File: src/rtl/cfgrt_pkg.sv
package cfgrt_pkg;

  // Routing result returned with every accepted request.
  typedef enum logic [1:0] {
    RT_NOCLAIM = 2'b00,
    RT_TYPE0   = 2'b01,
    RT_TYPE1   = 2'b10,
    RT_ABORT   = 2'b11
  } routeCode_e;

  // Register select values on the write port.
  localparam logic [1:0] SEL_PRI  = 2'd0;
  localparam logic [1:0] SEL_SEC  = 2'd1;
  localparam logic [1:0] SEL_SUB  = 2'd2;
  localparam logic [1:0] SEL_STAT = 2'd3;
  localparam int unsigned NUM_BUSREG = 3;

  // Strobes from the control to the datapath.
  typedef struct packed {
    logic                  accept;
    logic [NUM_BUSREG-1:0] wrBus;     // [0] primary, [1] secondary, [2] subordinate
    logic                  clrAbort;
  } ctlStrobes_t;

endpackage

File: src/rtl/cfgrt_ctrl.sv
module cfgrt_ctrl
  import cfgrt_pkg::*;
#(
  parameter int unsigned BUS_W = 8
) (
  input  logic             reqValid,
  input  logic             regWrEn,
  input  logic [1:0]       regSel,
  input  logic [BUS_W-1:0] regWrData,
  output logic             reqReady,
  output ctlStrobes_t      strobes
);

  // A register write holds requests off, so a request never races a write.
  always_comb begin
    reqReady         = !regWrEn;
    strobes.accept   = reqValid && !regWrEn;
    strobes.clrAbort = regWrEn && (regSel == SEL_STAT) && regWrData[0];
  end

  for (genvar g = 0; g < NUM_BUSREG; g++) begin : g_wrDec
    assign strobes.wrBus[g] = regWrEn && (regSel == 2'(g));
  end

endmodule

File: src/rtl/cfgrt_datapath.sv
module cfgrt_datapath
  import cfgrt_pkg::*;
#(
  parameter int unsigned BUS_W = 8,
  parameter int unsigned DEV_W = 5
) (
  input  logic             clk,
  input  logic             rstN,
  input  ctlStrobes_t      strobes,
  input  logic [BUS_W-1:0] reqBus,
  input  logic [DEV_W-1:0] reqDev,
  input  logic [BUS_W-1:0] regWrData,
  output logic             rspValid,
  output logic [1:0]       rspCode,
  output logic             abortSticky,
  output logic [BUS_W-1:0] priBus,
  output logic [BUS_W-1:0] secBus,
  output logic [BUS_W-1:0] subBus
);

  logic [BUS_W-1:0] busReg [NUM_BUSREG];

  for (genvar g = 0; g < NUM_BUSREG; g++) begin : g_busReg
    always_ff @(posedge clk) begin
      if (!rstN)                busReg[g] <= '0;
      else if (strobes.wrBus[g]) busReg[g] <= regWrData;
    end
  end

  assign priBus = busReg[0];
  assign secBus = busReg[1];
  assign subBus = busReg[2];

  // Classification of the request in the acceptance cycle.
  logic       hitSec, inWindow;
  routeCode_e nextCode;

  always_comb begin
    hitSec   = (reqBus == secBus);
    inWindow = (reqBus > secBus) && (reqBus <= subBus);
    if (hitSec)        nextCode = (reqDev == '0) ? RT_TYPE0 : RT_ABORT;
    else if (inWindow) nextCode = RT_TYPE1;
    else               nextCode = RT_NOCLAIM;
  end

  always_ff @(posedge clk) begin
    if (!rstN) begin
      rspValid    <= 1'b0;
      rspCode     <= RT_NOCLAIM;
      abortSticky <= 1'b0;
    end else begin
      rspValid <= strobes.accept;
      if (strobes.accept) rspCode <= nextCode;
      if (strobes.accept && nextCode == RT_ABORT) abortSticky <= 1'b1;
      else if (strobes.clrAbort)                  abortSticky <= 1'b0;
    end
  end

  // a Type 0 result comes from an exact secondary match with device 0.
  assert_type0_match_R3: assert property (@(posedge clk) disable iff (!rstN)
    (rspValid && rspCode == RT_TYPE0) |-> ($past(reqBus) == $past(secBus) && $past(reqDev) == '0));

  // a Type 1 result lies strictly above secondary and within subordinate.
  assert_type1_window_R4: assert property (@(posedge clk) disable iff (!rstN)
    (rspValid && rspCode == RT_TYPE1) |-> ($past(reqBus) > $past(secBus) && $past(reqBus) <= $past(subBus)));

  // an unclaimed result never matches the secondary bus.
  assert_noclaim_R5: assert property (@(posedge clk) disable iff (!rstN)
    (rspValid && rspCode == RT_NOCLAIM) |-> ($past(reqBus) != $past(secBus)));

  // an abort result is reflected in the sticky flag.
  assert_abort_sets_R7: assert property (@(posedge clk) disable iff (!rstN)
    (rspValid && rspCode == RT_ABORT) |-> abortSticky);

  // the flag only drops after a clearing write.
  assert_sticky_hold_R10: assert property (@(posedge clk) disable iff (!rstN)
    ($past(abortSticky) && !$past(strobes.clrAbort)) |-> abortSticky);

endmodule

File: src/rtl/cfgrt_router.sv
module cfgrt_router
  import cfgrt_pkg::*;
#(
  parameter int unsigned BUS_W = 8,
  parameter int unsigned DEV_W = 5
) (
  input  logic             clk,
  input  logic             rstN,
  input  logic             reqValid,
  output logic             reqReady,
  input  logic [BUS_W-1:0] reqBus,
  input  logic [DEV_W-1:0] reqDev,
  input  logic             regWrEn,
  input  logic [1:0]       regSel,
  input  logic [BUS_W-1:0] regWrData,
  output logic             rspValid,
  output logic [1:0]       rspCode,
  output logic             abortSticky,
  output logic [BUS_W-1:0] priBus,
  output logic [BUS_W-1:0] secBus,
  output logic [BUS_W-1:0] subBus
);

  ctlStrobes_t strobes;

  cfgrt_ctrl #(.BUS_W(BUS_W)) u_ctrl (
    .reqValid  (reqValid),
    .regWrEn   (regWrEn),
    .regSel    (regSel),
    .regWrData (regWrData),
    .reqReady  (reqReady),
    .strobes   (strobes)
  );

  cfgrt_datapath #(.BUS_W(BUS_W), .DEV_W(DEV_W)) u_dp (
    .clk         (clk),
    .rstN        (rstN),
    .strobes     (strobes),
    .reqBus      (reqBus),
    .reqDev      (reqDev),
    .regWrData   (regWrData),
    .rspValid    (rspValid),
    .rspCode     (rspCode),
    .abortSticky (abortSticky),
    .priBus      (priBus),
    .secBus      (secBus),
    .subBus      (subBus)
  );

  // each handshake gives exactly one response in the next cycle.
  assert_rsp_after_accept_R8: assert property (@(posedge clk) disable iff (!rstN)
    (reqValid && reqReady) |=> rspValid);
  assert_rsp_has_cause_R8: assert property (@(posedge clk) disable iff (!rstN)
    rspValid |-> $past(reqValid && reqReady));

endmodule

File: config.mk
export PLATFORM = sky130hd
export DESIGN_NAME = cfgrt_router
export DESIGN_NICKNAME = d
export VERILOG_FILES = /design/src/rtl/cfgrt_pkg.sv /design/src/rtl/cfgrt_ctrl.sv /design/src/rtl/cfgrt_datapath.sv /design/src/rtl/cfgrt_router.sv
export SDC_FILE = /design/constraint.sdc
export NUM_CORES = 1
export LEC_CHECK = 0
export ABC_CLOCK_PERIOD_IN_PS = 2500
export CAP_MARGIN = 20
export CORE_MARGIN = 4
export CORE_UTILIZATION = 30
export CTS_BUF_LIST = sky130_fd_sc_hd__clkbuf_8
export DETAILED_ROUTE_END_ITERATION = 8
export PLACE_DENSITY_LB_ADDON = 0.2
export SYNTH_ARGS = -nofsm -noshare
export SYNTH_HDL_FRONTEND = slang
export SYNTH_SLANG_ARGS = --single-unit
File: constraint.sdc
create_clock -name clk -period 2.5 [get_ports clk]
set_input_delay 0.375 -clock clk [delete_from_list [all_inputs] [get_ports clk]]
set_output_delay 0.375 -clock clk [all_outputs]
set_load 0.01 [all_outputs]
==> results of run 1 <==
==> stage by stage <==
step                      std cells  worst slack [ns]  power, mW  utilization, %
after floorplan                 130             0.797      0.666               -
after global placement          254             0.337      0.804            45.0
after detailed placement        254             0.272      0.809            45.0
after CTS                       258             0.560       1.05            46.0
after global routing            258             0.458       1.10            46.0
final                           258             0.567       1.04            46.0
==> cell usage after synthesis <==
cell type,count,area [sq um]
a2111oi_2,1,15.0
edfxtp_1,24,721
ha_1,16,200
o22a_1,1,8.76
and2b_1,1,7.51
a21boi_1,1,7.51
nand2_1,7,26.3
nor2_2,1,6.26
a21oi_2,1,8.76
nor2b_1,2,12.5
mux2i_1,1,10.0
nor3_1,1,5.00
inv_1,15,56.3
a21oi_1,6,30.0
o221a_1,1,11.3
nand2b_1,2,12.5
or4_4,1,11.3
o21ai_1,2,10.0
dfxtp_1,4,80.1
nor2b_4,1,13.8
nor2_1,4,15.0
and3_1,1,6.26
inv_2,1,3.75
o211ai_1,2,15.0
o211ai_2,1,12.5
and2_1,25,156
nand4_1,4,25.0
o21ai_0,2,10.0
o21ai_2,1,8.76
==> placed cells by master (no fill, tap or decap), types with 2 or more instances in the layout <==
cell type,count
nand2b_1,2
dfxtp_1,4
inv_1,16
o21ai_1,2
edfxtp_1,24
ha_1,16
nor2b_1,2
nand2_1,7
buf_4,2
nand4_1,4
a21oi_1,6
o21ai_0,2
clkdlybuf4s50_1,55
and2_1,25
o211ai_1,2
clkbuf_8,3
nor2_1,4
==> state kept, by name, indices dropped and copies added (netlist names) <==
signal / count
u_dp.abortSticky: 1
u_dp.busReg: 24
u_dp.rspCode: 2
u_dp.rspValid: 1
==> cells by family (layout without fill, tap and decap cells) <==
group / count (synthesis) / in the layout
mux: 1 / 1
fa+ha+maj: 16 / 16
flops: 28 / 28
buf+inv: 16 / 77
compound gates: 19 / 19
simple gates: 50 / 50
==> worst min-delay path, stage by stage (launching register included) <==
cell      delay [ns]
dfxtp_1         0.32
o21ai_0         0.07
a21boi_1        0.07
==> final cells by class <==
class,count,area [sq um]
fillers,462,2580
well taps,67,83.8
repair buffers,57,566
flip-flops and latches,28,801
inverters,16,60.1
clock inverters,1,3.75
multi-input cells,86,646
clock buffers,3,41.3
==> how the worst max path moves through the flow <==
stage | startpoint | endpoint | slack [ns] | cells past startpoint
after detailed placement | reqBus[1] | u_dp.rspCode[1]$_SDFFE_PN0P_ | 0.27 | 8
after global placement | reqBus[1] | u_dp.rspCode[1]$_SDFFE_PN0P_ | 0.34 | 8
after CTS | reqBus[1] | u_dp.rspCode[1]$_SDFFE_PN0P_ | 0.56 | 8
final | reqBus[1] | u_dp.rspCode[1]$_SDFFE_PN0P_ | 0.57 | 8
after global routing | reqBus[1] | u_dp.rspCode[1]$_SDFFE_PN0P_ | 0.46 | 8
after floorplan | u_dp.busReg[1][1]$_SDFFCE_PN0P_ | u_dp.rspCode[1]$_SDFFE_PN0P_ | 0.80 | 8
==> power groups by stage <==
stage	combinational [mW]	clock [mW]	sequential, mW
after CTS	0.243	0.254	0.557
after floorplan	0.0871	0	0.579
final	0.239	0.245	0.555
after global routing	0.265	0.272	0.560
after detailed placement	0.241	0	0.567
after global placement	0.238	0	0.566
==> metal layers <==
| metal | track usage, % | routed length, um | vias up |
|---|---|---|---|
| li1 | - | - | 577 |
| met1 | 12.7 | 1370 | 513 |
| met2 | 21.4 | 1780 | 29 |
| met3 | 3.29 | 206 | 8 |
| met4 | 4.30 | 71 | 0 |
| met5 | 0 | 0 | - |
==> results.json, run 1 <==
{
  "cp_slowest_stage_delay_ns": 0.43,
  "swShare_pct": 24.4,
  "synth.yosys.seq_area_share_pct": 53.2,
  "port_buffers": 55,
  "p_seq_share_pct": 53.5,
  "synth_compound_area_share_pct": 9.14,
  "avgRoutedWirePerCell_um": 13.3,
  "clkTransAtPathRegs_ns": 0.09,
  "fin_crit_sh_pct": 77.3,
  "yosys_warnings": 0,
  "reg2reg_slack_ns": 0.67,
  "die_y_um": 78.9,
  "netlist_instances": 130,
  "grt.overflow.total": 0,
  "max_freq_mhz": 517,
  "worst_pin_slew_ns": 0.409,
  "route.detailed.drc": 0,
  "core_sq_mm": 0.00479,
  "path_class": "primary input to flip-flop",
  "track_usage_pct": 11.7,
  "p_comb_share_pct": 23.0,
  "critPathSlowestCell": "clkdlybuf4s50_1",
  "hold_buffers": 0,
  "drv_slew": 0,
  "synth_xor_area_share_pct": 0,
  "reg2reg_from": "u_dp.busReg[1][1]$_SDFFCE_PN0P_",
  "setup.worst_path.end_class": "flip-flop",
  "cts_max_level": 1,
  "reg2reg_to": "u_dp.rspCode[1]$_SDFFE_PN0P_",
  "cts_setup_buffers": 0,
  "cp_top_family": "compound AO/OA/AOI/OAI gates",
  "grt_pass1_wl_mm": 5.62,
  "gp_congestion": 0.761,
  "holdWs_ns": 0.499,
  "first_pass_iters": 4,
  "ys_ff_latch": 28,
  "synth.distinct_cells": 29,
  "io_pins": 56,
  "clkPwrFrac_pct": 23.6,
  "die_area_sq_mm": 0.00622,
  "dpl-instance-area_sq_mm": 0.00216,
  "nets": 235,
  "yosys.area_share.simple_pct": 19.8,
  "rows": 25,
  "min_from": "u_dp.abortSticky$_SDFFE_PN0P_",
  "synth_mux_area_share_pct": 0.664,
  "cts-buffers-inserted": 3,
  "worstPathCellList": "clkdlybuf4s50_1 > ha_1 > nor2b_4 > o211ai_2 > a21oi_2 > a2111oi_2 > nor3_1 > o221a_1",
  "status": "complete, no violations",
  "cts_resized": 0,
  "rsz0062_at_grt": "false",
  "synth_area_per_cell_sq_um": 11.6,
  "cts_tree": "built",
  "fin_setup_tns_ns": 0,
  "synthAdderAreaFrac_pct": 13.3,
  "cts.root.buffer_cell": "clkbuf_8",
  "drive_gt1_share_pct": 6.81,
  "leakage_nw": 0.877,
  "antenna_found_initial": 0,
  "finalSetupViolCount": 0,
  "peakVddDrop_uv": 271,
  "hpwl_mm": 2.98,
  "switchingPower_uw": 254,
  "die_w_um": 78.9,
  "ant_nets": 0,
  "fin_worst_skew_ns": 0.00759,
  "path_buf_inv": 1,
  "start_util_pct": 31.5,
  "diodes": 0,
  "min_path_cells": 2,
  "syn_nets": 173,
  "hold_end": "u_dp.abortSticky$_SDFFE_PN0P_",
  "area_growth_pct": 46.1,
  "r2r_cells": 8,
  "crit_path_start_kind": "primary input",
  "hold_path_class": "flip-flop to flip-flop",
  "syn_area_sq_mm": 0.00151,
  "clockBufferDepth": 2,
  "max_slew_margin_pct": 72.7,
  "cts_sinks": 28,
  "power.internal_uw": 785,
  "clkLatencyLatePin_ns": 0.28,
  "vias": 1127,
  "routed_wl_mm": 3.43,
  "cap_violations": 0,
  "grt_pass1_vias": 1233,
  "crit_fanout": 2,
  "critPathRequiredTime_ns": 2.68,
  "worst-endpoint-arrival_ns": 2.11,
  "finalHoldViolCount": 0,
  "fin_area_sq_mm": 0.00220,
  "viasPerCell": 4.37,
  "grt_start_max_net_pins": 16,
  "pwr_density_cell_mw_per_mm2": 472,
  "dr.first_iter.drc_count": 27,
  "period_needed_ns": 1.93,
  "synth_top_family_by_area": "simple AND/OR/NAND/NOR gates"
}
Power figures use the tool's default switching activity.
==> inputs of run 2 (changes only) <==
--- a/config.mk
+++ b/config.mk
@@ -5,7 +5,7 @@
 export SDC_FILE = /design/constraint.sdc
 export NUM_CORES = 1
 export LEC_CHECK = 0
-export ABC_CLOCK_PERIOD_IN_PS = 2500
+export ABC_CLOCK_PERIOD_IN_PS = 1950
 export CAP_MARGIN = 20
 export CORE_MARGIN = 4
 export CORE_UTILIZATION = 30
==> constraint.sdc (replaced) <==
create_clock -name clk -period 1.95 [get_ports clk]
set_input_delay 0.2925 -clock clk [delete_from_list [all_inputs] [get_ports clk]]
set_output_delay 0.2925 -clock clk [all_outputs]
set_load 0.01 [all_outputs]
==> results.json, run 2 (synthesis results as in run 1) <==
{
  "status": "complete, no violations",
  "largest_reg_flops": 24,
  "routed_wl_mm": 3.57,
  "layout_commonest_cell": "clkdlybuf4s50_1",
  "max_slew_margin_pct": 70.9,
  "cts-buffers-inserted": 3,
  "setup.worst_path.end_class": "flip-flop",
  "period_needed_ns": 1.83,
  "fin_crit_sh_pct": 93.7,
  "die_area_sq_mm": 0.00622,
  "avgRoutedWirePerCell_um": 13.7,
  "max_freq_mhz": 547,
  "io_pins": 56,
  "viasPerCell": 4.43,
  "grt_pass1_vias": 1306,
  "crit_path_start_kind": "primary input",
  "swShare_pct": 22.5,
  "cts_sinks": 28,
  "first_pass_iters": 4,
  "top_regs": "u_dp.busReg: 24 flops, u_dp.rspCode: 2 flops",
  "drive_gt1_share_pct": 8.29,
  "rows": 25,
  "hold_path_class": "flip-flop to flip-flop",
  "registers.top_by_ff_count": "u_dp.busReg",
  "worst_pin_slew_ns": 0.435,
  "diodes": 0,
  "track_usage_pct": 12.4,
  "dr.first_iter.drc_count": 38,
  "cts_tree": "built",
  "switchingPower_uw": 332,
  "area_growth_pct": 48.8,
  "crit_fanout": 2,
  "drv_slew": 0,
  "clkTransAtPathRegs_ns": 0.10,
  "route.detailed.drc": 0,
  "grt_pass1_wl_mm": 5.99,
  "die_w_um": 78.9,
  "hpwl_mm": 3.14,
  "p_seq_share_pct": 48.3,
  "grt_start_max_net_pins": 17,
  "die_y_um": 78.9,
  "p_total_mw": 1.48,
  "finalSetupViolCount": 0,
  "antenna_found_initial": 0,
  "worst-endpoint-arrival_ns": 1.99,
  "port_buffers": 55,
  "fin_worst_skew_ns": 0.0144,
  "leakage_nw": 0.895,
  "clockBufferDepth": 2,
  "peakVddDrop_uv": 441,
  "gp_congestion": 0.770,
  "vias": 1151,
  "critPathRequiredTime_ns": 2.11,
  "cts_resized": 0,
  "path_class": "primary input to flip-flop",
  "finalHoldViolCount": 0,
  "fin_area_sq_mm": 0.00224,
  "post-route-util_pct": 46.8,
  "grt.overflow.total": 0,
  "p_comb_share_pct": 21.2,
  "core_sq_mm": 0.00479,
  "ant_nets": 0,
  "nets": 237,
  "clkPwrFrac_pct": 30.5,
  "power.internal_mw": 1.15,
  "start_util_pct": 31.5,
  "cts_setup_buffers": 0,
  "pwr_density_cell_mw_per_mm2": 659,
  "hold_buffers": 0,
  "fin_setup_tns_ns": 0,
  "cts_max_level": 1,
  "layout_common_cells": "clkdlybuf4s50_1 (55), and2_1 (25), edfxtp_1 (24)",
  "dpl-instance-area_sq_mm": 0.00217,
  "cap_violations": 0,
  "cts.root.buffer_cell": "clkbuf_8",
  "rsz0062_at_grt": "false",
  "nFillCells": 463,
  "clkLatencyLatePin_ns": 0.28
}
## run 2: worst max-delay path, stage by stage
cell	delay (ns)
clkdlybuf4s50_1	0.44
ha_1	0.33
nor2b_4	0.13
o211ai_2	0.15
a21oi_2	0.08
a2111oi_2	0.27
nor3_1	0.08
o221a_1	0.22
## run 2: final timing paths
path / from / depth (start not counted) / slack [ns] / endpoint
setup reg to reg: u_dp.busReg[1][3]$_SDFFCE_PN0P_ / 7 / 0.17 / u_dp.rspCode[1]$_SDFFE_PN0P_
hold reg to reg: u_dp.abortSticky$_SDFFE_PN0P_ / 2 / 0.49 / u_dp.abortSticky$_SDFFE_PN0P_
setup / recovery: reqBus[1] / 8 / 0.12 / u_dp.rspCode[1]$_SDFFE_PN0P_
hold / removal: u_dp.abortSticky$_SDFFE_PN0P_ / 2 / 0.49 / u_dp.abortSticky$_SDFFE_PN0P_
## run 2: cell type report
| class | count | area [sq um] | area share, % |
|---|---|---|---|
| flip-flops and latches | 28 | 801 | 35.7 |
| multi-input cells | 86 | 646 | 28.8 |
| repair buffers | 59 | 581 | 25.9 |
| well taps | 67 | 83.8 | 3.74 |
| inverters | 16 | 60.1 | 2.68 |
| clock buffers | 3 | 41.3 | 1.84 |
| clock inverters | 1 | 30.0 | 1.34 |
## run 2: power by group through the flow
stage	Combinational (mW)	Sequential [mW]	Clock, mW
2_1_floorplan	0.112	0.742	0
3_3_place_gp	0.310	0.726	0
3_5_place_dp	0.318	0.727	0
4_1_cts	0.319	0.714	0.468
5_1_grt	0.348	0.719	0.489
6_report	0.314	0.713	0.450
## run 2: through the flow
step	hold slack [ns]	setup WS [ns]	instances
after floorplan	0.414	0.247	130
after global placement	0.462	-0.129	256
after detailed placement	0.478	-0.174	256
after CTS	0.493	0.114	260
after global routing	0.536	0.00162	260
final	0.485	0.122	260
## run 2: per-layer routing
metal	wire (um)	part of all wire, %	global-route usage, %
met4	34	0.95	3.26
met5	0	0	0
met1	1390	39	12.9
met3	186	5.2	3.51
met2	1960	55	24.1
